$ cat src/rtl/edo_pkg.sv
// Package: shared types and helpers for the EDO read output control.
// Assumes all strobes are active low and sampled on the rising clock edge.
package edo_pkg;

    // Strobes common to every byte lane, grouped for port economy.
    typedef struct packed {
        logic ras_n;
        logic outen_n;
        logic we_n;
        logic col_vld;
    } edo_strobe_t;

    // A lane must let go of the bus when any of these holds.
    function automatic logic edo_release(input edo_strobe_t s, input logic lane_cas_n);
        return (!s.we_n) || s.outen_n || (lane_cas_n && s.ras_n);
    endfunction

    // Read access qualifier, excluding the column edge itself.
    function automatic logic edo_read_ok(input edo_strobe_t s, input logic in_refresh);
        return (!s.ras_n) && (!s.outen_n) && s.we_n && !in_refresh;
    endfunction

endpackage

$ cat src/rtl/edo_cycle_track.sv
// Module: edo_cycle_track
// Classifies each row-strobe-low period: it notes whether the period began
// as a refresh (column strobe already low at the row fall) and whether a read
// access has opened the page. Both flags clear when the row strobe is high.
// Assumes strobes are synchronous to clk; reset is synchronous active low.
module edo_cycle_track #(
    parameter int LANES = 2
) (
    input  logic             clk,
    input  logic             rst_n,
    input  logic             ras_n,
    input  logic [LANES-1:0] cas_n,
    input  logic [LANES-1:0] acc_evt,
    output logic             refresh_now,
    output logic             page_open
);

    logic             ras_q;
    logic [LANES-1:0] cas_q;
    logic             ref_flag;
    logic             ras_fall;
    logic             cas_held_low;

    // Previous sampled strobe levels, for edge detection.
    always_ff @(posedge clk) begin
        if (!rst_n) begin
            ras_q <= 1'b1;
            cas_q <= '1;
        end else begin
            ras_q <= ras_n;
            cas_q <= cas_n;
        end
    end

    // Row fall, and whether some column strobe was low before and after it.
    always_comb begin
        ras_fall     = ras_q && !ras_n;
        cas_held_low = |((~cas_q) & (~cas_n));
    end

    // Refresh is in force from the refresh-type row fall to the row rise.
    always_comb begin
        refresh_now = ref_flag || (ras_fall && cas_held_low);
    end

    // Refresh flag register for the rest of the row-low period.
    always_ff @(posedge clk) begin
        if (!rst_n) begin
            ref_flag <= 1'b0;
        end else if (ras_n) begin
            ref_flag <= 1'b0;
        end else if (ras_fall && cas_held_low) begin
            ref_flag <= 1'b1;
        end
    end

    // Page-open flag: set by the first read access of a row-low period.
    always_ff @(posedge clk) begin
        if (!rst_n) begin
            page_open <= 1'b0;
        end else if (ras_n) begin
            page_open <= 1'b0;
        end else if (|acc_evt) begin
            page_open <= 1'b1;
        end
    end

endmodule

$ cat src/rtl/edo_lane_ctl.sv
// Module: edo_lane_ctl
// One byte lane: enables the lane on a qualified falling column strobe and
// captures the lane byte. It holds the byte after the strobe rises (extended
// data out) and drops the enable on a release condition. While the page is
// open, a column-valid pulse recaptures the byte early.
// Assumes strobes are synchronous to clk; reset is synchronous active low.
module edo_lane_ctl
    import edo_pkg::*;
#(
    parameter int LANE_W = 8
) (
    input  logic              clk,
    input  logic              rst_n,
    input  logic              cas_n,
    input  edo_strobe_t       stb,
    input  logic              refresh_now,
    input  logic              page_open,
    input  logic [LANE_W-1:0] rd_lane,
    output logic              oe,
    output logic [LANE_W-1:0] data,
    output logic              acc_evt
);

    logic cas_q;
    logic cas_fall;
    logic rel;
    logic early;

    // Previous column strobe level.
    always_ff @(posedge clk) begin
        if (!rst_n) begin
            cas_q <= 1'b1;
        end else begin
            cas_q <= cas_n;
        end
    end

    // Decode access, release and early recapture for this lane.
    always_comb begin
        cas_fall = cas_q && !cas_n;
        acc_evt  = cas_fall && edo_read_ok(stb, refresh_now);
        rel      = edo_release(stb, cas_n);
        early    = oe && page_open && stb.col_vld;
    end

    // Enable register: release wins, then a new access sets it.
    always_ff @(posedge clk) begin
        if (!rst_n) begin
            oe <= 1'b0;
        end else if (rel) begin
            oe <= 1'b0;
        end else if (acc_evt) begin
            oe <= 1'b1;
        end
    end

    // Data register: captured on access or early recapture, else held.
    always_ff @(posedge clk) begin
        if (!rst_n) begin
            data <= '0;
        end else if (!rel && (acc_evt || early)) begin
            data <= rd_lane;
        end
    end

endmodule

$ cat src/rtl/edo_read_ctl.sv
// Module: edo_read_ctl (top)
// EDO read output enable control for a bus split into byte lanes. Lane i
// follows column strobe cas_n[i] and owns bits [i*LANE_W +: LANE_W].
// Assumes every input is synchronous to clk; reset is synchronous active low.
module edo_read_ctl
    import edo_pkg::*;
#(
    parameter int LANES  = 2,
    parameter int LANE_W = 8,
    localparam int BUS_W = LANES * LANE_W
) (
    input  logic             clk,
    input  logic             rst_n,
    input  logic             ras_n,
    input  logic [LANES-1:0] cas_n,
    input  logic             outen_n,
    input  logic             we_n,
    input  logic             col_vld,
    input  logic [BUS_W-1:0] rd_data,
    output logic [BUS_W-1:0] dq_out,
    output logic [LANES-1:0] dq_oe
);

    edo_strobe_t      stb;
    logic             refresh_now;
    logic             page_open;
    logic [LANES-1:0] acc_evt;

    // Gather the shared strobes.
    always_comb begin
        stb.ras_n   = ras_n;
        stb.outen_n = outen_n;
        stb.we_n    = we_n;
        stb.col_vld = col_vld;
    end

    edo_cycle_track #(
        .LANES(LANES)
    ) u_track (
        .clk        (clk),
        .rst_n      (rst_n),
        .ras_n      (ras_n),
        .cas_n      (cas_n),
        .acc_evt    (acc_evt),
        .refresh_now(refresh_now),
        .page_open  (page_open)
    );

    for (genvar g = 0; g < LANES; g++) begin : g_lane
        edo_lane_ctl #(
            .LANE_W(LANE_W)
        ) u_lane (
            .clk        (clk),
            .rst_n      (rst_n),
            .cas_n      (cas_n[g]),
            .stb        (stb),
            .refresh_now(refresh_now),
            .page_open  (page_open),
            .rd_lane    (rd_data[g*LANE_W +: LANE_W]),
            .oe         (dq_oe[g]),
            .data       (dq_out[g*LANE_W +: LANE_W]),
            .acc_evt    (acc_evt[g])
        );
    end

endmodule

$ cat config.mk
export PLATFORM = sky130hd
export DESIGN_NAME = edo_read_ctl
export DESIGN_NICKNAME = d
export VERILOG_FILES = /design/src/rtl/edo_pkg.sv /design/src/rtl/edo_cycle_track.sv /design/src/rtl/edo_lane_ctl.sv /design/src/rtl/edo_read_ctl.sv
export SDC_FILE = /design/constraint.sdc
export NUM_CORES = 1
export LEC_CHECK = 0
export BUFFER_PORTS_ARGS = -buffer_cell sky130_fd_sc_hd__buf_2
export CELL_PAD_IN_SITES_DETAIL_PLACEMENT = 0
export CELL_PAD_IN_SITES_GLOBAL_PLACEMENT = 1
export CORE_UTILIZATION = 36
export CTS_BUF_LIST = sky130_fd_sc_hd__clkbuf_2 sky130_fd_sc_hd__clkbuf_4 sky130_fd_sc_hd__clkbuf_8
export DETAILED_ROUTE_END_ITERATION = 7
export GPL_TIMING_DRIVEN = 0
export HOLD_SLACK_MARGIN = 0.05
export PLACE_DENSITY_LB_ADDON = 0.08
export SLEW_MARGIN = 10
export SYNTH_ARGS = -nofsm -noshare
export SYNTH_HDL_FRONTEND = slang
export SYNTH_HIERARCHICAL = 1
export SYNTH_SLANG_ARGS = --single-unit
$ cat constraint.sdc
create_clock -name clk -period 2.4 [get_ports clk]
set_input_delay 0.12 -clock clk [delete_from_list [all_inputs] [get_ports clk]]
set_output_delay 0.12 -clock clk [all_outputs]
set_load 0.02 [all_outputs]
==> impl_metrics.prom <==
# TYPE chip_impl_metric gauge
chip_impl_info{name="run_status",value="completed"} 1
chip_impl_metric{name="place.gp.congestion",unit=""} 0.679
chip_impl_metric{name="wire_length_of_the_first_global_routing_pass",unit="mm"} 3.30
chip_impl_metric{name="cellPowerDensity",unit="nW/µm²"} 489
chip_impl_info{name="cp_top_family",value="compound AO/OA/AOI/OAI gates"} 1
chip_impl_metric{name="wire_per_inst",unit="µm"} 11.0
chip_impl_metric{name="post_route_drc_violation_count",unit=""} 0
chip_impl_info{name="clockRootBuffer",value="sky130_fd_sc_hd__clkbuf_4"} 1
chip_impl_metric{name="wl_met3",unit="µm"} 108
chip_impl_metric{name="wirelength",unit="mm"} 2.15
chip_impl_metric{name="final_count_of_pins_violating_max_slew",unit=""} 0
chip_impl_metric{name="cts_htree_levels",unit=""} 1
chip_impl_metric{name="numPortBuffers",unit=""} 41
chip_impl_metric{name="clock.fmax",unit="MHz"} 474
chip_impl_metric{name="tightestPinTransition",unit="ns"} 0.620
chip_impl_metric{name="synth_edf_count",unit=""} 0
chip_impl_metric{name="dieWidth",unit="µm"} 55.1
chip_impl_metric{name="number_of_global_route_vias_before_repair",unit=""} 815
chip_impl_metric{name="worst-path-buf-inv",unit=""} 0
chip_impl_info{name="critical_path.startpoint_type",value="flip-flop"} 1
chip_impl_metric{name="io_pins",unit=""} 42
chip_impl_metric{name="relative_area_change_from_synthesis_to_final_layout",unit="%"} 43.7
chip_impl_metric{name="vias",unit=""} 919
chip_impl_metric{name="crit_fanout",unit=""} 8
chip_impl_metric{name="num_antenna_cells",unit=""} 0
chip_impl_metric{name="leakage_power_summed_over_all_cells",unit="nW"} 0.672
chip_impl_metric{name="yosys_register_bits",unit=""} 25
chip_impl_metric{name="worst-endpoint-required",unit="ns"} 2.65
chip_impl_metric{name="timing.max_cap.violations",unit=""} 0
chip_impl_metric{name="synth-seq-area-share",unit="%"} 49.3
chip_impl_metric{name="core_area",unit="µm²"} 2570
chip_impl_metric{name="clk-insertion-delay-late",unit="ns"} 0.31
chip_impl_info{name="timing_worst_setup_path_type",value="reg -> reg"} 1
chip_impl_info{name="worst_hold_path_type",value="in -> reg"} 1
chip_impl_info{name="tritoncts",value="done"} 1
chip_impl_metric{name="routed_length_on_met2",unit="mm"} 1.03
chip_impl_metric{name="final.period_utilization",unit="%"} 87.9
chip_impl_metric{name="setup-tns-final",unit="ns"} 0
chip_impl_metric{name="cts_made_buffers",unit=""} 3
chip_impl_metric{name="grt_max_degree",unit=""} 16
chip_impl_info{name="critical_path.endpoint_type",value="flip-flop"} 1
chip_impl_metric{name="grt_overall_usage",unit="%"} 15.0
chip_impl_metric{name="syn-instance-count",unit=""} 103
chip_impl_metric{name="number_of_search_and_repair_iterations_in_the_first_detailed_routing_pass",unit=""} 4
chip_impl_metric{name="initial_utilization",unit="%"} 39.5
chip_impl_metric{name="die_height",unit="µm"} 55.1
chip_impl_info{name="synthMostInstantiatedCell",value="sky130_fd_sc_hd__nand2_1"} 1
chip_impl_metric{name="grt_overflow",unit=""} 0
chip_impl_metric{name="final_nets",unit=""} 190
chip_impl_info{name="dr.max_layer_used",value="met4"} 1
chip_impl_metric{name="ant_nets",unit=""} 0
chip_impl_metric{name="fillerInstances",unit=""} 250
chip_impl_info{name="netlist_top_cells_count",value="sky130_fd_sc_hd__nand2_1 (32), sky130_fd_sc_hd__dfxtp_1 (25), sky130_fd_sc_hd__mux2i_1 (16), sky130_fd_sc_hd__nand2b_1 (6), sky130_fd_sc_hd__clkbuf_1 (4)"} 1
chip_impl_metric{name="netlist_area",unit="µm²"} 1010
chip_impl_info{name="rsz0062_at_grt",value="no"} 1
chip_impl_metric{name="floorplan.die_area",unit="µm²"} 3030
chip_impl_metric{name="final_hold_viol_count",unit=""} 0
chip_impl_metric{name="cts.sink_count",unit=""} 25
chip_impl_metric{name="route.layer.met1.wl",unit="mm"} 1.00
chip_impl_metric{name="place_hpwl",unit="mm"} 1.52
chip_impl_metric{name="cts.reportedPaths.clkPinSlew",unit="ns"} 0.14
chip_impl_metric{name="slew_headroom",unit="%"} 58.7
chip_impl_metric{name="share_of_post_route_cells_with_drive_strength_above_1",unit="%"} 30.3
chip_impl_info{name="post-synth-top-area-cell",value="sky130_fd_sc_hd__dfxtp_1"} 1
chip_impl_metric{name="critical_path_s_largest_stage_delay",unit="ns"} 0.57
chip_impl_info{name="synthFlopType",value="sky130_fd_sc_hd__dfxtp_1"} 1
chip_impl_metric{name="cts.path.max_buffers",unit=""} 2
chip_impl_metric{name="setup_viols_final",unit=""} 0
chip_impl_metric{name="report.power.total",unit="µW"} 713
chip_impl_info{name="cp_slowest_cell",value="sky130_fd_sc_hd__a221oi_4"} 1
chip_impl_metric{name="clock_skew",unit="ns"} 0.00674
chip_impl_metric{name="number_of_library_cell_types_mapped_by_synthesis",unit=""} 18
chip_impl_metric{name="max-vdd-ir-drop",unit="mV"} 0.330
chip_impl_info{name="cp_cell_sequence",value="o22ai_1 -> a31o_2 -> or4b_4 -> a221oi_4 -> mux2i_1"} 1
chip_impl_metric{name="antenna_found_initial",unit=""} 0
chip_impl_metric{name="avg_synthesized_cell_area",unit="µm²"} 9.85
chip_impl_metric{name="cp.arrival",unit="ns"} 2.36
chip_impl_metric{name="yosysWarningCount",unit=""} 6
chip_impl_info{name="ys_top_cells_by_area",value="sky130_fd_sc_hd__dfxtp_1 (49%), sky130_fd_sc_hd__mux2i_1 (16%), sky130_fd_sc_hd__nand2_1 (12%)"} 1
chip_impl_metric{name="cts_resized",unit=""} 0
chip_impl_metric{name="synth_top_cell_area_share",unit="%"} 49.3
chip_impl_metric{name="first_iter_violations",unit=""} 6
chip_impl_metric{name="fp-row-count",unit=""} 18
chip_impl_metric{name="syn-num-nets",unit=""} 127
chip_impl_metric{name="viasPerCell",unit=""} 4.71
chip_impl_metric{name="layout_min_cycle_time",unit="ns"} 2.11
chip_impl_metric{name="asyncSetResetFlopFracSynth",unit="%"} 0
registers in the layout (all words and copies together), names as in the netlist:
register / flops
g_lane.u_lane/cas_q: 2
u_track/cas_q: 2
g_lane.u_lane/data: 16
u_track/page_open: 1
u_track/ras_q: 1
g_lane.u_lane/oe: 2
u_track/ref_flag: 1
path summary, 6_finish.rpt:
check	startpoint	end	slack (ns)	cells past startpoint
max reg2reg	u_track/cas_q[1]$_SDFF_PN1_	g_lane[1].u_lane/data[5]$_SDFFE_PN0P_	0.29	5
max	u_track/cas_q[1]$_SDFF_PN1_	g_lane[1].u_lane/data[5]$_SDFFE_PN0P_	0.29	5
min reg2reg	g_lane[1].u_lane/data[0]$_SDFFE_PN0P_	g_lane[1].u_lane/data[0]$_SDFFE_PN0P_	0.47	2
min	cas_n[1]	g_lane[1].u_lane/cas_q$_SDFF_PN1_	0.11	2
cell usage in the layout (no fill, tap or decap), types with 2 or more instances in the layout:
cell,n
sky130_fd_sc_hd__clkbuf_4,3
sky130_fd_sc_hd__clkbuf_1,4
sky130_fd_sc_hd__a21oi_1,2
sky130_fd_sc_hd__or4b_4,2
sky130_fd_sc_hd__nand3_1,2
sky130_fd_sc_hd__nand2_1,32
sky130_fd_sc_hd__a221oi_4,2
sky130_fd_sc_hd__o211a_1,2
sky130_fd_sc_hd__dfxtp_1,25
sky130_fd_sc_hd__dlygate4sd3_1,17
sky130_fd_sc_hd__mux2i_1,16
sky130_fd_sc_hd__nand2b_1,6
sky130_fd_sc_hd__buf_2,41
sky130_fd_sc_hd__nor2_1,3
power breakdown:
group | leakage, nW | internal, mW | switching [mW] | total (mW)
registers | 0.203 | 0.424 | 0.00352 | 0.428
logic | 0.455 | 0.0527 | 0.0468 | 0.0995
clock network | 0.0139 | 0.0634 | 0.122 | 0.186
layer usage:
metal	global-route usage (%)	vias up
met3	2.46	2
met2	26.5	26
met1	18.3	417
li1	-	474
met4	5.00	0
met5	0	-
worst register-to-register path, stage by stage (launching register included):
cell and delay (ns):
sky130_fd_sc_hd__dfxtp_1 0.33, sky130_fd_sc_hd__o22ai_1 0.09, sky130_fd_sc_hd__a31o_2 0.27, sky130_fd_sc_hd__or4b_4 0.53
sky130_fd_sc_hd__a221oi_4 0.57, sky130_fd_sc_hd__mux2i_1 0.25
logic make-up (layout without fill, tap and decap cells):
family | count (synthesis) | in the layout | share of synthesized area [%]
compound gates | 9 | 9 | 10.6
flops | 25 | 25 | 49.3
buf+inv | 5 | 67 | 1.85
simple gates | 48 | 48 | 22.4
mux | 16 | 16 | 15.8
per-stage QoR:
step | cell area, µm² | util (%) | hold WS [ns] | worst slack (ns) | instances
after global placement | 1260 | 49.0 | 0.351 | 0.306 | 174
after floorplan | 1010 | - | 0.193 | 0.495 | 103
after CTS | 1460 | 56.8 | 0.0960 | 0.263 | 195
after detailed placement | 1260 | 49.0 | 0.356 | 0.260 | 174
final | 1460 | 56.8 | 0.105 | 0.291 | 195
after global routing | 1460 | 56.8 | 0.0907 | 0.187 | 195
area by class of cell:
cell class                 instances  area (µm²)  area share, %
inverter                           1        3.75          0.258
multi-input combinational         73         495           34.0
clock inverter                     1        7.51          0.515
sequential                        25         500           34.3
tap                               30        37.5           2.58
buffer                             4        15.0           1.03
timing repair buffer              58         375           25.8
clock buffer                       3        22.5           1.55
timing repair:
| action | 4_1_cts | 5_1_grt |
|---|---|---|
| hold buffers | 17 | 0 |
| setup buffers | 0 | 0 |
| hold endpoints to repair | 17 | 0 |
| endpoints found under the setup margin | 0 | 0 |
Power figures use the tool's default switching activity.
